`config.mk`:
```
export PLATFORM = sky130hd
export DESIGN_NAME = pmadd_unit
export DESIGN_NICKNAME = d
export VERILOG_FILES = /design/src/rtl/pmadd_pkg.sv /design/src/rtl/pmadd_pair.sv /design/src/rtl/pmadd_issue.sv /design/src/rtl/pmadd_delay.sv /design/src/rtl/pmadd_unit.sv
export SDC_FILE = /design/constraint.sdc
export NUM_CORES = 2
export LEC_CHECK = 0
export ABC_AREA = 1
export BUFFER_PORTS_ARGS = -buffer_cell sky130_fd_sc_hd__buf_4
export CORE_MARGIN = 1
export CORE_UTILIZATION = 35
export CTS_CLUSTER_DIAMETER = 80
export DETAILED_ROUTE_END_ITERATION = 10
export SLEW_MARGIN = 20
export SYNTH_ARGS = -nofsm -noshare
export SYNTH_HDL_FRONTEND = slang
export SYNTH_SLANG_ARGS = --single-unit
```
`constraint.sdc`:
```
create_clock -name clk_i -period 31.9 [get_ports clk_i]
set_input_delay 6.38 -clock clk_i [delete_from_list [all_inputs] [get_ports clk_i]]
set_output_delay 6.38 -clock clk_i [all_outputs]
set_load 0.005 [all_outputs]
```
`src/rtl/pmadd_pkg.sv`:
```
package pmadd_pkg;
  // control bits that travel with each half-pass
  typedef struct packed {
    logic vld;
    logic wide;
    logic hi;   // upper half of a wide operation
  } pm_ctl_t;
endpackage

```
`src/rtl/pmadd_pair.sv`:
```
module pmadd_pair #(
  parameter int LANE_W = 16
) (
  input  logic [LANE_W-1:0]   a_lo_i,
  input  logic [LANE_W-1:0]   a_hi_i,
  input  logic [LANE_W-1:0]   b_lo_i,
  input  logic [LANE_W-1:0]   b_hi_i,
  output logic [2*LANE_W-1:0] sum_o
);
  localparam int RES_W = 2 * LANE_W;
  localparam logic [LANE_W-1:0] MIN_W = {1'b1, {(LANE_W-1){1'b0}}};
  localparam logic [RES_W-1:0]  MIN_R = {1'b1, {(RES_W-1){1'b0}}};

  logic signed [RES_W-1:0] p_lo, p_hi;

  always_comb begin
    p_lo  = RES_W'($signed(a_lo_i)) * RES_W'($signed(b_lo_i));
    p_hi  = RES_W'($signed(a_hi_i)) * RES_W'($signed(b_hi_i));
    sum_o = p_lo + p_hi;  // wraps, no saturation
  end

  always_comb begin
    if (a_lo_i == MIN_W && a_hi_i == MIN_W && b_lo_i == MIN_W && b_hi_i == MIN_W)
      assert_wrap_R2: assert (sum_o == MIN_R);
  end
endmodule

```
`src/rtl/pmadd_issue.sv`:
```
module pmadd_issue
  import pmadd_pkg::*;
#(
  parameter int HALF_W = 64
) (
  input  logic              clk_i,
  input  logic              rst_ni,
  input  logic              in_valid_i,
  input  logic              in_wide_i,
  input  logic [2*HALF_W-1:0] in_a_i,
  input  logic [2*HALF_W-1:0] in_b_i,
  output logic              ready_o,
  output pm_ctl_t           iss_ctl_o,
  output logic [HALF_W-1:0] iss_a_o,
  output logic [HALF_W-1:0] iss_b_o
);
  logic              busy_q;
  logic [HALF_W-1:0] hold_a_q, hold_b_q;
  logic              take_wide;

  assign ready_o   = !busy_q;
  assign take_wide = in_valid_i && !busy_q && in_wide_i;

  always_ff @(posedge clk_i or negedge rst_ni) begin
    if (!rst_ni) begin
      busy_q    <= 1'b0;
      iss_ctl_o <= '0;
    end else if (busy_q) begin
      busy_q    <= 1'b0;
      iss_ctl_o <= '{vld: 1'b1, wide: 1'b1, hi: 1'b1};
    end else begin
      busy_q    <= take_wide;
      iss_ctl_o <= '{vld: in_valid_i, wide: in_wide_i, hi: 1'b0};
    end
  end

  always_ff @(posedge clk_i) begin
    if (busy_q) begin
      iss_a_o <= hold_a_q;
      iss_b_o <= hold_b_q;
    end else begin
      iss_a_o <= in_a_i[HALF_W-1:0];
      iss_b_o <= in_b_i[HALF_W-1:0];
    end
    if (take_wide) begin
      hold_a_q <= in_a_i[2*HALF_W-1:HALF_W];
      hold_b_q <= in_b_i[2*HALF_W-1:HALF_W];
    end
  end

  assert_stall_R7: assert property (@(posedge clk_i) disable iff (!rst_ni)
    (in_valid_i && ready_o && in_wide_i) |=> !ready_o);
  assert_stall_one_R7: assert property (@(posedge clk_i) disable iff (!rst_ni)
    !ready_o |=> ready_o);
endmodule

```
`src/rtl/pmadd_delay.sv`:
```
module pmadd_delay
  import pmadd_pkg::*;
#(
  parameter int W     = 64,
  parameter int DEPTH = 7
) (
  input  logic    clk_i,
  input  logic    rst_ni,
  input  pm_ctl_t ctl_i,
  input  logic [W-1:0] dat_i,
  output pm_ctl_t ctl_o,
  output logic [W-1:0] dat_o
);
  if (DEPTH == 0) begin : g_thru
    assign ctl_o = ctl_i;
    assign dat_o = dat_i;
  end else begin : g_pipe
    pm_ctl_t      ctl_q [DEPTH];
    logic [W-1:0] dat_q [DEPTH];

    always_ff @(posedge clk_i or negedge rst_ni) begin
      if (!rst_ni) begin
        for (int s = 0; s < DEPTH; s++) ctl_q[s] <= '0;
      end else begin
        for (int s = DEPTH - 1; s > 0; s--) ctl_q[s] <= ctl_q[s-1];
        ctl_q[0] <= ctl_i;
      end
    end

    always_ff @(posedge clk_i) begin
      for (int s = DEPTH - 1; s > 0; s--) dat_q[s] <= dat_q[s-1];
      dat_q[0] <= dat_i;
    end

    assign ctl_o = ctl_q[DEPTH-1];
    assign dat_o = dat_q[DEPTH-1];
  end
endmodule

```
`src/rtl/pmadd_unit.sv`:
```
module pmadd_unit
  import pmadd_pkg::*;
#(
  parameter int LANE_W     = 16,
  parameter int OUT_LANES  = 4,
  parameter int PIPE_DEPTH = 8   // >= 1
) (
  input  logic                                clk_i,
  input  logic                                rst_ni,
  input  logic                                in_valid_i,
  output logic                                in_ready_o,
  input  logic                                in_wide_i,
  input  logic [OUT_LANES*2*LANE_W-1:0]       in_a_i,
  input  logic [OUT_LANES*2*LANE_W-1:0]       in_b_i,
  output logic                                out_valid_o,
  output logic                                out_wide_o,
  output logic [OUT_LANES*2*LANE_W-1:0]       out_data_o
);
  localparam int RES_W      = 2 * LANE_W;
  localparam int FULL_W     = OUT_LANES * RES_W;
  localparam int HALF_W     = FULL_W / 2;
  localparam int PASS_LANES = OUT_LANES / 2;

  pm_ctl_t           iss_ctl, t_ctl;
  logic [HALF_W-1:0] iss_a, iss_b, sum_w, t_dat, lo_hold_q;

  pmadd_issue #(.HALF_W(HALF_W)) i_issue (
    .clk_i, .rst_ni, .in_valid_i, .in_wide_i, .in_a_i, .in_b_i,
    .ready_o(in_ready_o), .iss_ctl_o(iss_ctl), .iss_a_o(iss_a), .iss_b_o(iss_b)
  );

  for (genvar g = 0; g < PASS_LANES; g++) begin : g_pair
    pmadd_pair #(.LANE_W(LANE_W)) i_pair (
      .a_lo_i(iss_a[g*RES_W +: LANE_W]),
      .a_hi_i(iss_a[g*RES_W+LANE_W +: LANE_W]),
      .b_lo_i(iss_b[g*RES_W +: LANE_W]),
      .b_hi_i(iss_b[g*RES_W+LANE_W +: LANE_W]),
      .sum_o (sum_w[g*RES_W +: RES_W])
    );
  end

  pmadd_delay #(.W(HALF_W), .DEPTH(PIPE_DEPTH-1)) i_delay (
    .clk_i, .rst_ni, .ctl_i(iss_ctl), .dat_i(sum_w), .ctl_o(t_ctl), .dat_o(t_dat)
  );

  // park the lower half of a wide result until its upper half arrives
  always_ff @(posedge clk_i) begin
    if (t_ctl.vld && t_ctl.wide && !t_ctl.hi) lo_hold_q <= t_dat;
  end

  assign out_valid_o = t_ctl.vld && (!t_ctl.wide || t_ctl.hi);
  assign out_wide_o  = t_ctl.wide;
  assign out_data_o  = t_ctl.wide ? {t_dat, lo_hold_q} : {{HALF_W{1'b0}}, t_dat};

  assert_halves_R7: assert property (@(posedge clk_i) disable iff (!rst_ni)
    (t_ctl.vld && t_ctl.wide && !t_ctl.hi) |=> (t_ctl.vld && t_ctl.wide && t_ctl.hi));
  assert_hi_after_lo_R8: assert property (@(posedge clk_i) disable iff (!rst_ni)
    (t_ctl.vld && t_ctl.hi) |-> $past(t_ctl.vld && t_ctl.wide && !t_ctl.hi));
  assert_narrow_upper_R3: assert property (@(posedge clk_i) disable iff (!rst_ni)
    (out_valid_o && !out_wide_o) |-> (out_data_o[FULL_W-1:HALF_W] == '0));
  assert_reset_idle_R9: assert property (@(posedge clk_i)
    !rst_ni |-> (!out_valid_o && in_ready_o));
endmodule

```
# [After elaboration in Yosys (flattened, before gate mapping)]
# Memories as Yosys holds them, arrays and structs flattened.
# Index checks and enable logic that the tools add are counted.
[word_totals] wordCells=51 mem_count=1 ff_bits=345 ramBits=448 output_inout_bits=131
[classes] n_mul=4 muxes=5 n_reduce_logical=9 addsub=2
[mem_list] memory="i_delay.g_pipe.dat_q" depth=7 width=64 read_ports=7 rd_clocked_by_memory_dff=0 wr=7 line_no="pmadd_delay.sv:19" rtl="logic [W-1:0] dat_q [DEPTH];"
[op_table] operator="$mul A16 B16 Y32" count=4
[op_table] operator="$mux W128" count=1
[op_table] operator="$mux W64" count=2
[op_table] operator="$add A32 B32 Y32" count=2
[op_table] operator="$logic_and A1 B1 Y1" count=5
[op_table] operator="$logic_not A1 Y1" count=3
[op_table] operator="$mux W3" count=1
[op_table] operator="$logic_or A1 B1 Y1" count=1
[op_table] operator="$mux W1" count=1

# [Depth between registers and ports, before layout]
[depth] ltp_word=4 ltp_mapped=33 depth_no_buf=31

# [Modules after synthesis]
# Synthesis repeated with hierarchy kept, for this count alone.
[hier_totals] cells_unflattened=6732 hier_area_um2=62597.5
[modules_own_cells] module="pmadd_pair (g_pair[0].i_pair)" instances=1 cells_per_inst=2589 area_per_inst_um2=20767.4
[modules_own_cells] module="pmadd_pair (g_pair[1].i_pair)" instances=1 cells_per_inst=2582 area_per_inst_um2=20756.2
[modules_own_cells] module="pmadd_delay" instances=1 cells_per_inst=472 area_per_inst_um2=9516.6
[modules_own_cells] module="pmadd_issue" instances=1 cells_per_inst=679 area_per_inst_um2=8202.9
[modules_own_cells] module="pmadd_unit" instances=1 cells_per_inst=410 area_per_inst_um2=3354.5

# [Least setup slack after synthesis]
# Ideal clock, no wire load.
[synth_timing] path_kind="input port to flip-flop" startpoint="in in_wide_i" endpoint="reg i_issue.hold_a_q[0], enable pin" path_slack_ps=16072 setup_time_ps=772 t_arrival_ps=15056 stages=2 required_time_ps=31128 cell_sequence="inv_1 -> nor3_1"
[synth_between] elab_chain_cells=1
[synth_rtl] element="start: declaration" line_no="pmadd_unit.sv:12" rtl="input logic in_wide_i,"
[synth_rtl] element="$logic_and A1 B1 Y1" line_no="pmadd_issue.sv:22" rtl="assign take_wide = in_valid_i && !busy_q && in_wide_i;"
[synth_rtl] element="net i_issue.take_wide" line_no="pmadd_issue.sv:19" rtl="logic take_wide;"
[synth_rtl] element="end signal: assignment" line_no="pmadd_issue.sv:46" rtl="hold_a_q <= in_a_i[2*HALF_W-1:HALF_W];"
[synth_rtl] element="end: declaration" line_no="pmadd_issue.sv:18" rtl="logic [HALF_W-1:0] hold_a_q, hold_b_q;"
# The timed path passes the listed nets, and every way through them passes these cells.
# A chain may end at the register's enable or synchronous reset.

# [Worst setup path in the final report]
[layout_timing] startpoint="reg i_delay.g_pipe.ctl_q (netlist bit i_delay.ctl_o[1])" endpoint="out out_data_o[39]"
[layout_between] elab_chain_cells=1
[layout_rtl] element="start: declaration" line_no="pmadd_delay.sv:18" rtl="pm_ctl_t ctl_q [DEPTH];"
[layout_rtl] element="$mux W128" line_no="pmadd_unit.sv:53" rtl="assign out_data_o = t_ctl.wide ? {t_dat, lo_hold_q} : {{HALF_W{1'b0}}, t_dat};"
[layout_rtl] element="end: declaration" line_no="pmadd_unit.sv:17" rtl="output logic [OUT_LANES*2*LANE_W-1:0] out_data_o"
# No other way between the ends.

==> out/summary.txt <==
status - finished with violations
failing checks - DRC
CP peak stage delay - 0.74 ns
max cap viols - 0
Final Critical Period - 8.93 ns
relative slew slack - 0.282
WP data required - 25.52 ns
global-route wire length before repair - 245000 um
CTS tree - built
global route overflow - 0
Cell Chain, Critical Path - buf_4 > nand2_1 > nand2_1 > buf_4
Pins Over Slew Limit - 0
Post-CTS Resized - 0
GP Congestion - 0.959
FF+latch count, synth - 793
Clock Path Buffers - 3
post-CTS setup repair buffer count - 0
clock skew - 0.0401 ns
hold buffers post-CTS - 0
CTS root buf - clkbuf_16
routed length per instance - 16.2 um
largest net degree at the start of global routing - 106
post-synthesis sequential area ratio - 0.288
number of DRC markers in iteration 0 - 2434
drt via density - 4.35
Die Span X - 424 um
Ports - 391
fin area - 70500 um2
initial core utilization - 0.353
total number of vias - 40900
die area - 180000 um2
Synth area leaders - fa_1 37%, dfxtp_1 19%, inv_1 11%
gr usage total - 0.176
clk sinks - 793
Detail Route Antenna Nets - 0
Skew-Pair Late Insertion Delay - 0.71 ns
YS warnings - 0
Area Overhead vs Synth - 13.1%
worst-margin pin slew - 1.08 ns
total CTS buffers - 94
Post-synth EDFFs - 192
Worst Hold Class - register to register
RSZ-0062 raised after global routing - false
HPWL after DPL - 127000 um
antenna violations before repair - 5
WP data arrival - 2.55 ns
CTS H-tree depth - 3
final wirelength - 152000 um
final setup vio count - 0
highest clock rate - 112 MHz
ys async rst share - 0.0315
critical path endpoint category - output pin
Hold Slack - 0.317 ns
cell area after placement - 67300 um2
Yosys top cell area share - 0.368
final hold vios - 0
die height - 424 um
TNS Setup - 0 ns
layout cells sized above 1 - 0.0873
port buffer count - 390
Mean Syn Cell Area - 9.24 um2
Final Cycle Share - 0.280
drt drc - 34
Yosys top cell by area - fa_1
critical path launch point type - register
Synth Net Count - 8443
Layout Nets - 8666
CP max-delay cell - dfrtp_4
cell row count - 154
cells after synthesis - 6743
CP max FO - 76
Synth cell types - 37
placeable core area - 176000 um2
vias in the first global route - 44200
Setup CP Type - register to output pin
Syn Std Cell Area - 62300 um2
first-pass detailed-route iteration total - 10
clock-pin transition on the worst setup and hold timing paths - 0.06 ns
dominant synthesized flop cell - dfxtp_1
## final timing paths
path | cells after the start | to | slack [ns] | start
setup / recovery | 4 | out_data_o[39] | 22.97 | i_delay.ctl_o[1]
setup reg to reg | 21 | i_delay.g_pipe.dat_q[0][22] | 23.98 | i_issue.iss_b_o[16]
max in group asynchronous | 1 | i_delay.ctl_o[1] | 26.00 | rst_ni
hold / removal | 0 | i_delay.g_pipe.dat_q[2][11] | 0.32 | i_delay.g_pipe.dat_q[1][11]
min in group asynchronous | 1 | i_delay.ctl_o[2] | 5.57 | rst_ni
hold reg to reg | 0 | i_delay.g_pipe.dat_q[2][11] | 0.32 | i_delay.g_pipe.dat_q[1][11]
## cells in the mapped netlist (25+ instances only)
| library cell | count |
|---|---|
| clkbuf_1 | 277 |
| xor2_1 | 48 |
| nand3_1 | 52 |
| inv_1 | 1905 |
| nor2_1 | 133 |
| dfrtp_1 | 25 |
| ha_1 | 296 |
| edfxtp_1 | 192 |
| dfxtp_1 | 576 |
| a21oi_1 | 55 |
| fa_1 | 1144 |
| nand2_1 | 1869 |
## state kept, by name (all words and copies together) (netlist names)
| name | cells |
|---|---|
| lo_hold_q | 64 |
| i_issue.hold_b_q | 64 |
| i_delay.g_pipe.ctl_q | 18 |
| i_issue.iss_a_o | 64 |
| i_delay.g_pipe.dat_q | 448 |
| i_issue.iss_ctl_o | 3 |
| i_issue.busy_q | 1 |
| i_delay.ctl_o | 3 |
| i_issue.iss_b_o | 64 |
| i_issue.hold_a_q | 64 |
## cell families after synthesis
group,after synthesis,synth area share
xor+xnor,65,0.00914
buf+inv,2193,0.132
fa+ha+maj,1440,0.427
compound gates,129,0.0123
flops,793,0.288
simple gates,2123,0.132
## routing by layer
metal | vias to the layer above | GRT usage | part of all wire
li1 | 19400 | - | -
met2 | 1108 | 0.287 | 0.47
met3 | 183 | 0.0283 | 0.061
met5 | - | 0 | 0.000059
met4 | 2 | 0.0688 | 0.037
met1 | 20200 | 0.234 | 0.44
## cell type report
| cell class | instances | area (um2) |
|---|---|---|
| clock inverter | 57 | 599 |
| inverter | 1908 | 7170 |
| antenna | 6 | 15.0 |
| sequential | 793 | 17900 |
| multi-input combinational | 3757 | 36200 |
| clock buffer | 118 | 2570 |
| tap | 2340 | 2930 |
| fill | 17500 | 106000 |
| timing repair buffer | 412 | 3090 |
## critical path: cells and delay by family (launching register included)
kind	cells	cell delay (ns)
buffers and inverters	2	0.77
flip-flops	1	0.74
AND/OR/NAND/NOR	2	0.24
## through the flow
| stage | setup WS (ns) | instances | util |
|---|---|---|---|
| final | 22.97 | 9391 | 0.399 |
| after CTS | 22.90 | 9385 | 0.399 |
| after detailed placement | 23.11 | 9210 | 0.381 |
| after global placement | 23.15 | 9210 | 0.381 |
| after global routing | 22.70 | 9390 | 0.399 |
| after floorplan | 16.07 | 6743 | - |
## cells in the final DEF, fill, tap and decap left out, drive strengths merged
cell type,count
a21boi,4
a21o,12
a21oi,59
a31o,1
a31oi,5
and3,1
buf,412
bufinv,3
clkbuf,118
clkinv,31
clkinvlp,9
dfrtp,25
dfxtp,576
diode,6
edfxtp,192
fa,1144
ha,296
inv,1922
nand2,1876
nand3,52
nand3b,6
nand4,21
nor2,138
nor3,12
o211ai,2
o21a,1
o21ai,32
o21bai,13
or2,17
xnor2,17
xor2,48
Power is left out: the tool's default activity adds up to more than one toggle a clock period on the data nets, which glitch-free logic cannot reach.
